`src/rtl/attn_rx_pkg.sv`:
```
package attn_rx_pkg;
  typedef enum logic [2:0] {
    FS_IDLE  = 3'd0,
    FS_START = 3'd1,
    FS_BITS  = 3'd2,
    FS_STOP  = 3'd3,
    FS_HOLD  = 3'd4
  } frame_st_e;
endpackage

```
`src/rtl/attn_rx_sync.sv`:
```
module attn_rx_sync #(
  parameter int STAGES = 2
) (
  input  logic clk,
  input  logic rst,
  input  logic rx_pin,
  input  logic lb_in,
  input  logic lb_sel,
  output logic line_s
);
  logic [STAGES-1:0] pipe_q;
  logic              src;

  assign src = lb_sel ? lb_in : rx_pin;

  always_ff @(posedge clk) begin
    if (rst) pipe_q <= '1;
    else     pipe_q <= {pipe_q[STAGES-2:0], src};
  end

  assign line_s = pipe_q[STAGES-1];
endmodule

```
`src/rtl/attn_rx_frame.sv`:
```
module attn_rx_frame
  import attn_rx_pkg::*;
#(
  parameter int OVS    = 16,
  parameter int BYTE_W = 8
) (
  input  logic              clk,
  input  logic              rst,
  input  logic              tick,
  input  logic              line,
  input  logic              two_stop,
  output logic              chr_done,
  output logic [BYTE_W-1:0] chr_data,
  output logic              chr_b9,
  output logic              chr_stop
);
  localparam int CW  = $clog2(OVS);
  localparam int NB  = BYTE_W + 1;
  localparam int BNW = $clog2(NB + 1);
  localparam logic [CW-1:0]  MID_C  = CW'(OVS / 2 - 1);
  localparam logic [CW-1:0]  LAST_C = CW'(OVS - 1);
  localparam logic [BNW-1:0] TOP_B  = BNW'(NB - 1);

  frame_st_e      st_q;
  logic [CW-1:0]  cnt_q;
  logic [BNW-1:0] bit_q;
  logic [NB-1:0]  sh_q;
  logic           last_q;

  always_ff @(posedge clk) begin
    if (rst) begin
      st_q     <= FS_IDLE;
      cnt_q    <= '0;
      bit_q    <= '0;
      sh_q     <= '0;
      last_q   <= 1'b1;
      chr_done <= 1'b0;
      chr_data <= '0;
      chr_b9   <= 1'b0;
      chr_stop <= 1'b0;
    end else begin
      chr_done <= 1'b0;
      if (tick) begin
        unique case (st_q)
          FS_IDLE: begin
            last_q <= line;
            if (last_q && !line) begin
              st_q  <= FS_START;
              cnt_q <= CW'(1);
            end
          end
          FS_START: begin
            if (cnt_q == MID_C) begin
              cnt_q <= '0;
              bit_q <= '0;
              if (!line) st_q <= FS_BITS;
              else begin
                st_q   <= FS_IDLE;
                last_q <= line;
              end
            end else cnt_q <= cnt_q + CW'(1);
          end
          FS_BITS: begin
            if (cnt_q == LAST_C) begin
              cnt_q <= '0;
              sh_q  <= {line, sh_q[NB-1:1]};
              if (bit_q == TOP_B) st_q <= FS_STOP;
              else bit_q <= bit_q + BNW'(1);
            end else cnt_q <= cnt_q + CW'(1);
          end
          FS_STOP: begin
            if (cnt_q == LAST_C) begin
              cnt_q    <= '0;
              chr_done <= 1'b1;
              chr_data <= sh_q[BYTE_W-1:0];
              chr_b9   <= sh_q[NB-1];
              chr_stop <= line;
              last_q   <= line;
              st_q     <= two_stop ? FS_HOLD : FS_IDLE;
            end else cnt_q <= cnt_q + CW'(1);
          end
          FS_HOLD: begin
            if (cnt_q == LAST_C) begin
              cnt_q  <= '0;
              last_q <= line;
              st_q   <= FS_IDLE;
            end else cnt_q <= cnt_q + CW'(1);
          end
          default: st_q <= FS_IDLE;
        endcase
      end
    end
  end
endmodule

```
`src/rtl/attn_rx_buf.sv`:
```
module attn_rx_buf #(
  parameter int BYTE_W = 8
) (
  input  logic              clk,
  input  logic              rst,
  input  logic              chr_done,
  input  logic [BYTE_W-1:0] chr_data,
  input  logic              chr_b9,
  input  logic              chr_stop,
  input  logic              attn_set,
  input  logic              rd_data,
  input  logic              rd_status,
  input  logic              rx_ie,
  output logic [BYTE_W-1:0] rx_data,
  output logic              rx_bit9,
  output logic              err_frame,
  output logic              err_overrun,
  output logic              rx_full,
  output logic              rx_irq,
  output logic              attn_on
);
  logic accept;
  logic full_nx;

  // A character is taken unless attention is armed and it is a data character.
  assign accept  = chr_done && !(attn_on && !chr_b9);
  assign full_nx = accept ? 1'b1 : (rd_data ? 1'b0 : rx_full);

  always_ff @(posedge clk) begin
    if (rst) begin
      rx_data     <= '0;
      rx_bit9     <= 1'b0;
      err_frame   <= 1'b0;
      err_overrun <= 1'b0;
      rx_full     <= 1'b0;
      rx_irq      <= 1'b0;
      attn_on     <= 1'b0;
    end else begin
      rx_full <= full_nx;
      rx_irq  <= full_nx && rx_ie;
      if (accept) begin
        rx_data <= chr_data;
        rx_bit9 <= chr_b9;
      end
      if (attn_set)             attn_on <= 1'b1;
      else if (accept && chr_b9) attn_on <= 1'b0;
      if (accept && !chr_stop)  err_frame <= 1'b1;
      else if (rd_status)       err_frame <= 1'b0;
      if (accept && rx_full && !rd_data) err_overrun <= 1'b1;
      else if (rd_status)                err_overrun <= 1'b0;
    end
  end
endmodule

```
`src/rtl/attn_rx.sv`:
```
module attn_rx #(
  parameter int OVS         = 16,
  parameter int BYTE_W      = 8,
  parameter int SYNC_STAGES = 2
) (
  input  logic              clk,
  input  logic              rst,
  input  logic              tick16,
  input  logic              rx_pin,
  input  logic              lb_in,
  input  logic              lb_sel,
  input  logic              two_stop,
  input  logic              rx_ie,
  input  logic              attn_set,
  input  logic              rd_data,
  input  logic              rd_status,
  output logic [BYTE_W-1:0] rx_data,
  output logic              rx_bit9,
  output logic              err_frame,
  output logic              err_overrun,
  output logic              rx_full,
  output logic              rx_irq,
  output logic              attn_on
);
  logic              line_s;
  logic              chr_done;
  logic [BYTE_W-1:0] chr_data;
  logic              chr_b9;
  logic              chr_stop;

  attn_rx_sync #(.STAGES(SYNC_STAGES)) u_sync (
    .clk(clk), .rst(rst), .rx_pin(rx_pin), .lb_in(lb_in),
    .lb_sel(lb_sel), .line_s(line_s)
  );

  attn_rx_frame #(.OVS(OVS), .BYTE_W(BYTE_W)) u_frame (
    .clk(clk), .rst(rst), .tick(tick16), .line(line_s), .two_stop(two_stop),
    .chr_done(chr_done), .chr_data(chr_data), .chr_b9(chr_b9), .chr_stop(chr_stop)
  );

  attn_rx_buf #(.BYTE_W(BYTE_W)) u_buf (
    .clk(clk), .rst(rst), .chr_done(chr_done), .chr_data(chr_data),
    .chr_b9(chr_b9), .chr_stop(chr_stop), .attn_set(attn_set),
    .rd_data(rd_data), .rd_status(rd_status), .rx_ie(rx_ie),
    .rx_data(rx_data), .rx_bit9(rx_bit9), .err_frame(err_frame),
    .err_overrun(err_overrun), .rx_full(rx_full), .rx_irq(rx_irq),
    .attn_on(attn_on)
  );
endmodule

```
`config.mk`:
```
export PLATFORM = sky130hd
export DESIGN_NAME = attn_rx
export DESIGN_NICKNAME = d
export VERILOG_FILES = /design/src/rtl/attn_rx_pkg.sv /design/src/rtl/attn_rx_sync.sv /design/src/rtl/attn_rx_frame.sv /design/src/rtl/attn_rx_buf.sv /design/src/rtl/attn_rx.sv
export SDC_FILE = /design/constraint.sdc
export NUM_CORES = 1
export LEC_CHECK = 0
export ABC_AREA = 1
export BUFFER_PORTS_ARGS = -buffer_cell sky130_fd_sc_hd__buf_4
export CORE_ASPECT_RATIO = 2
export CORE_MARGIN = 3
export CORE_UTILIZATION = 30
export DETAILED_ROUTE_END_ITERATION = 8
export HOLD_SLACK_MARGIN = 0.1
export PLACE_DENSITY = 0.46
export SLEW_MARGIN = 30
export SYNTH_ARGS = -nofsm -noshare
export SYNTH_HDL_FRONTEND = slang
export SYNTH_SLANG_ARGS = --single-unit
```
`constraint.sdc`:
```
create_clock -name clk -period 1.25 [get_ports clk]
set_input_delay 0.1875 -clock clk [delete_from_list [all_inputs] [get_ports clk]]
set_output_delay 0.1875 -clock clk [all_outputs]
set_load 0.03 [all_outputs]
```
After elaboration in Yosys (flattened, before gate mapping)
Index checks and enable logic that the tools add are counted. W data, S select, Z words.

Bits in latches: 0. Memories kept: 0. Output and inout bits: 14. Register bits: 48. ROM bits: 0. Memory bits (writable): 0.

Add/sub/neg operators: 2. Div/mod/pow operators: 0. Shifts and indexed selects: 0. $lt $le $gt $ge: 0. Bitwise operators: 2. Equality and inequality tests: 16. Reductions and logical operators: 29. Multiplexer cells: 30. Multipliers: 0.

Operators by type and width (number): $mux W4 (6); $mux W3 (7); $pmux W3 S5 (1); $ne A2 B1 Y1 const B (7); $mux W1 (12); $pmux W4 S3 (1); $reduce_and A5 Y1 (2); $reduce_and A3 Y1 (3); $add A4 B1 Y4 const B (2); $eq A4 B4 Y1 const B (2); $logic_and A1 B1 Y1 (8); $pmux W4 S2 (1); $reduce_bool A2 Y1 (4); $reduce_and A7 Y1 (1); $eq A3 B2 Y1 const B (2); $reduce_bool A3 Y1 (2); $reduce_or A3 Y1 (2); $logic_not A1 Y1 (5); $eq A4 B3 Y1 const B (1); $ne A2 B2 Y1 const B (2); $eq A3 B1 Y1 const B (1); $eq A3 B3 Y1 const B (1); $logic_not A3 Y1 (1); $pmux W1 S3 (1); 3 further kinds (4).

Longest topological paths before layout
Depth after elaboration: 7. Mapped depth: 10. Depth with buffers taken out: 9.

Cells and area by module
From an unflattened synthesis, not the netlist that was laid out.

Cells, all modules: 314. Area, all modules: 2190.9 sq um.

By module, submodules not included: attn_rx_frame (cells an instance 225, area each 1556.5 sq um, instances 1); attn_rx_buf (cells an instance 81, area each 568.0 sq um, instances 1); attn_rx_sync (cells an instance 8, area each 66.3 sq um, instances 1).

Worst setup path after synthesis
OpenSTA, ideal clock, no wires.

Path type: register -> register. Start point: register u_frame.cnt_q[0]. End point: register u_frame.chr_data[1]. Data required time: 1.134 ns. Setup time: 0.116 ns. Clock period less this slack: 1.337 ns. Path slack: -0.087 ns. Cell stages (with the launch flop): 8. Data arrival time: 1.221 ns. Cell sequence: dfxtp_1 > ha_1 > nand3_2 > nor2_4 > nand2_2 > buf_6 > o21ai_0 > nor2_1.

Word-level cells in the longest chain between the ends: 2.

Ends and longest elaborated chain: start: declaration (RTL line attn_rx_frame.sv:25) `logic [CW-1:0] cnt_q;`; start signal: assignment (RTL line attn_rx_frame.sv:61) `end else cnt_q <= cnt_q + CW'(1);`; start signal: assignment (RTL line attn_rx_frame.sv:69) `end else cnt_q <= cnt_q + CW'(1);`; start signal: assignment (RTL line attn_rx_frame.sv:80) `end else cnt_q <= cnt_q + CW'(1);`; $eq A4 B4 Y1 (RTL line attn_rx_frame.sv:72) `if (cnt_q == LAST_C) begin`; $reduce_and A3 Y1 (no line); end signal: assignment (RTL line attn_rx_frame.sv:75) `chr_data <= sh_q[BYTE_W-1:0];`; end: declaration (RTL line attn_rx_frame.sv:13) `output logic [BYTE_W-1:0] chr_data,`.

Every way passes these cells. A chain may end at the register's enable or synchronous reset.

Worst setup path after layout
Start point: register u_frame.cnt_q[1]. End point: register u_frame.bit_q[1].

Word-level cells in the longest chain between the ends: 3. Elaborated cells on any way between the ends: 5. Those cells by class: eq/ne: 4; reduce/logical: 1.

Ends and longest elaborated chain: $eq A4 B4 Y1 / $eq A4 B3 Y1 (equally long branches) (RTL line attn_rx_frame.sv:64, attn_rx_frame.sv:53); $ne A2 B1 Y1 (no line); $reduce_and A5 Y1 (no line) (*); end signal: assignment (RTL line attn_rx_frame.sv:68) `else bit_q <= bit_q + BNW'(1);`; end: declaration (RTL line attn_rx_frame.sv:26) `logic [BNW-1:0] bit_q;`.

Every way passes the cells marked *; elsewhere a longest branch is shown, timed or not.

==> results_dict.tcl <==
set metrics [dict create \
    maxCapViolations 0 \
    synthAdderAreaFrac_pct 1.77 \
    dieWidth_um 65.5 \
    slew_headroom_pct 83.2 \
    hold_slack_ns 0.111 \
    r2r-end "u_frame.bit_q[1]" \
    syn_area_per_cell_um2 7.34 \
    cts_buffers 5 \
    path_clk_slew_ns 0.07 \
    critPathLaunchType "register" \
    cp-end-kind "register" \
    synth_commonest_cells "nor2_1 (74), dfxtp_1 (48), nand2_1 (41), o21ai_0 (30), a21oi_1 (17)" \
    grt_max_degree 34 \
    diodes 0 \
    rsz0062_at_grt "true" \
    synth_top_family_by_area "simple AND/OR/NAND/NOR gates" \
    syn2layout_area_growth_pct 44.1 \
    cp_cell_sequence "ha_4, nand3_4, buf_6, inv_2, nand3_2, nand2_4, nand2_4, nand2_2, nand2_2, nor2_2" \
    ir_worst_vdd_mv 0.745 \
    status "complete, but fails checks" \
    period_minus_slack_ns 1.35 \
    netlist_area_um2 2120 \
    ios 25 \
    max_freq_mhz 741 \
    p_per_area_nw_per_um2 1460 \
    drc 0 \
    ys_warn_count 0 \
    path_max_fanout 5 \
    synthArstFlopShare_pct 0 \
    clock_sinks 48 \
    clk_latency_ns 0.29 \
    syn_inst 289 \
    grt_usage_pct 14.2 \
    max_stage_delay_ns 0.35 \
    grt_pass1_wl_um 9120 \
    vias 2034 \
    leakagePower_nw 1.32 \
    dp_hpwl_um 3990 \
    finalInstanceArea_um2 3060 \
    yosys.area.top_type_share_pct 45.3 \
    root_buffer "clkbuf_16" \
    holdPathEnd "u_sync.pipe_q[0]" \
    synth.most_common_cell "nor2_1" \
    synth_top_flop_cell "dfxtp_1" \
    drt-initial-drc-count 62 \
    synthSimpleGateAreaFrac_pct 34.3 \
    final-hold-violation-count 0 \
    n_fill_cell 735 \
    required_ns 1.49 \
    synth_nets 303 \
    placed_area_um2 2660 \
    worst_hold_startpoint "lb_in" \
    grt_pass1_vias 1993 \
    finalMaxSlewViolations 0 \
    core_area_um2 6730 \
    die_area_um2 8180 \
    setup_slack_ns -0.0993 \
    cts_max_path_buffers 2 \
    ys_seq_elements 48 \
    ys_types 28 \
    ys_seq_area_share_pct 45.3 \
    wl_per_cell_um 12.6 \
    reg2reg_depth 10 \
    vias_per_cell 4.62 \
    initial_core_util_pct 31.5 \
    ys_top_cells_by_area "dfxtp_1 (45%), nor2_1 (13%), nand2_1 (7.3%)" \
    hold_depth 3 \
    synthXorXnorAreaFrac_pct 0.826 \
    io_buffer_count 24 \
    grt_overflow 0 \
    fin_crit_sh_pct 108 \
    setup_viol 31 \
    synth.mux.area_fraction_pct 0 \
    gp_congestion 0.815 \
    violations "negative setup slack" \
    drive_gt1_share_pct 37.2 \
    r2r_slack_ns -0.1 \
    synth_top_cell_by_area "dfxtp_1" \
    hold_path.class "in -> reg" \
    finClkSkew_ns 0.00321 \
    cp.arrival_ns 1.59 \
    die_h_um 125 \
    rows 42 \
    cpMaxStageDelayCell "dfxtp_2" \
    first_pass_iters 4 \
    synth_edf_count 0 \
    worstSetupPathType "reg -> reg" \
    cts_tree "built" \
    reg2reg_from "u_frame.cnt_q[1]" \
    tightest_slew_ns 0.251 \
    ant_nets 0 \
    antenna_found_initial 0 \
    nets 365 \
    htree_levels 2 \
    drt_wl_total_um 5540 \
    synth_compound_area_share_pct 11.9 \
]
## registers in the layout, summed over array words and instances, names as in the netlist
signal,cells
u_frame.sh_q,9
u_buf.rx_data,8
u_frame.chr_data,8
u_frame.bit_q,4
u_frame.cnt_q,4
u_frame.st_q,3
u_sync.pipe_q,2
u_buf.attn_on,1
u_buf.err_frame,1
u_buf.err_overrun,1
u_buf.rx_bit9,1
u_buf.rx_full,1
u_buf.rx_irq,1
u_frame.chr_b9,1
u_frame.chr_done,1
u_frame.chr_stop,1
u_frame.last_q,1
## worst max-delay path: cells and delay by family (launching register included)
kind                       cells  cell delay, ns
buffers and inverters          2            0.20
DFF                            1            0.35
adders and majority gates      1            0.16
and+or+nand+nor                7            0.56
## cells by family after synthesis
| kind of cell | count (synthesis) |
|---|---|
| and+or+nand+nor | 156 |
| AOI/OAI and AO/OA | 50 |
| DFF | 48 |
| buffers and inverters | 30 |
| adders and majority gates | 3 |
| xor gates and xnor gates | 2 |
## layer usage
metal  track usage [%]  vias to the layer above  share of wire [%]
li1                  -                     1055                  -
met1              14.8                      939                 38
met2              26.2                       26                 57
met3              1.99                       14                2.4
met4              7.58                        0                3.2
met5                 0                        -                  0
## power breakdown
group | switching [W] | internal [W]
clock | 0.000601 | 0.000800
sequential | 0.0000829 | 0.00161
combinational | 0.000733 | 0.000627
total | 0.00142 | 0.00304
## placed cells by master, fill, tap and decap left out, drive strengths merged, types with 2 or more instances in the layout
cell type    netlist  routed
a21oi             17      17
buf                2      60
clkbuf             6       6
clkinv             2       3
dfxtp             48      48
dlygate4sd3        0       2
ha                 3       3
inv               20      21
nand2             49      50
nand3             19      19
nor2              82      82
o21ai             32      32
or2                2       2
## what timing repair did
item	4_1_cts	5_1_grt
endpoints found under the setup margin	32	36
buffers inserted	0	3
gates resized for setup	34	41
hold endpoints to repair	2	0
pin swaps	9	18
gates cloned	0	1
hold buffers	2	0
## per-stage QoR
| stage | cells | util (%) | setup slack (ns) | power, W | setup TNS, ns |
|---|---|---|---|---|---|
| floorplan | 289 | - | -0.00733 | 0.00226 | -0.0513 |
| global placement | 426 | 39.5 | -0.181 | 0.00271 | -2.49 |
| detailed placement | 426 | 39.5 | -0.201 | 0.00270 | -3.05 |
| CTS | 436 | 43.1 | -0.0910 | 0.00425 | -1.14 |
| global route | 440 | 45.4 | -0.185 | 0.00471 | -4.81 |
| finish | 440 | 45.4 | -0.0993 | 0.00445 | -2.03 |
## worst max-delay path by stage
| stage | from | to | cells past startpoint |
|---|---|---|---|
| 2_1_floorplan | u_frame.cnt_q[1] | u_frame.chr_data[1] | 7 |
| 3_3_place_gp | u_frame.cnt_q[1] | u_frame.st_q[2] | 9 |
| 3_5_place_dp | u_frame.cnt_q[1] | u_frame.st_q[1] | 9 |
| 4_1_cts | u_frame.cnt_q[0] | u_frame.bit_q[1] | 10 |
| 5_1_grt | u_frame.cnt_q[0] | u_frame.bit_q[1] | 10 |
| 6_report | u_frame.cnt_q[1] | u_frame.bit_q[1] | 10 |
## area by class of cell
| cell class | count | area (um2) | share of cell area (%) |
|---|---|---|---|
| clock buffer | 6 | 139 | 4.55 |
| clock inverter | 2 | 13.8 | 0.450 |
| multi-input combinational | 212 | 1210 | 39.7 |
| inverter | 22 | 95.1 | 3.11 |
| sequential | 48 | 975 | 31.9 |
| tap | 88 | 110 | 3.60 |
| timing repair buffer | 62 | 509 | 16.7 |
Note: power is estimated with default switching activity, not from simulation.
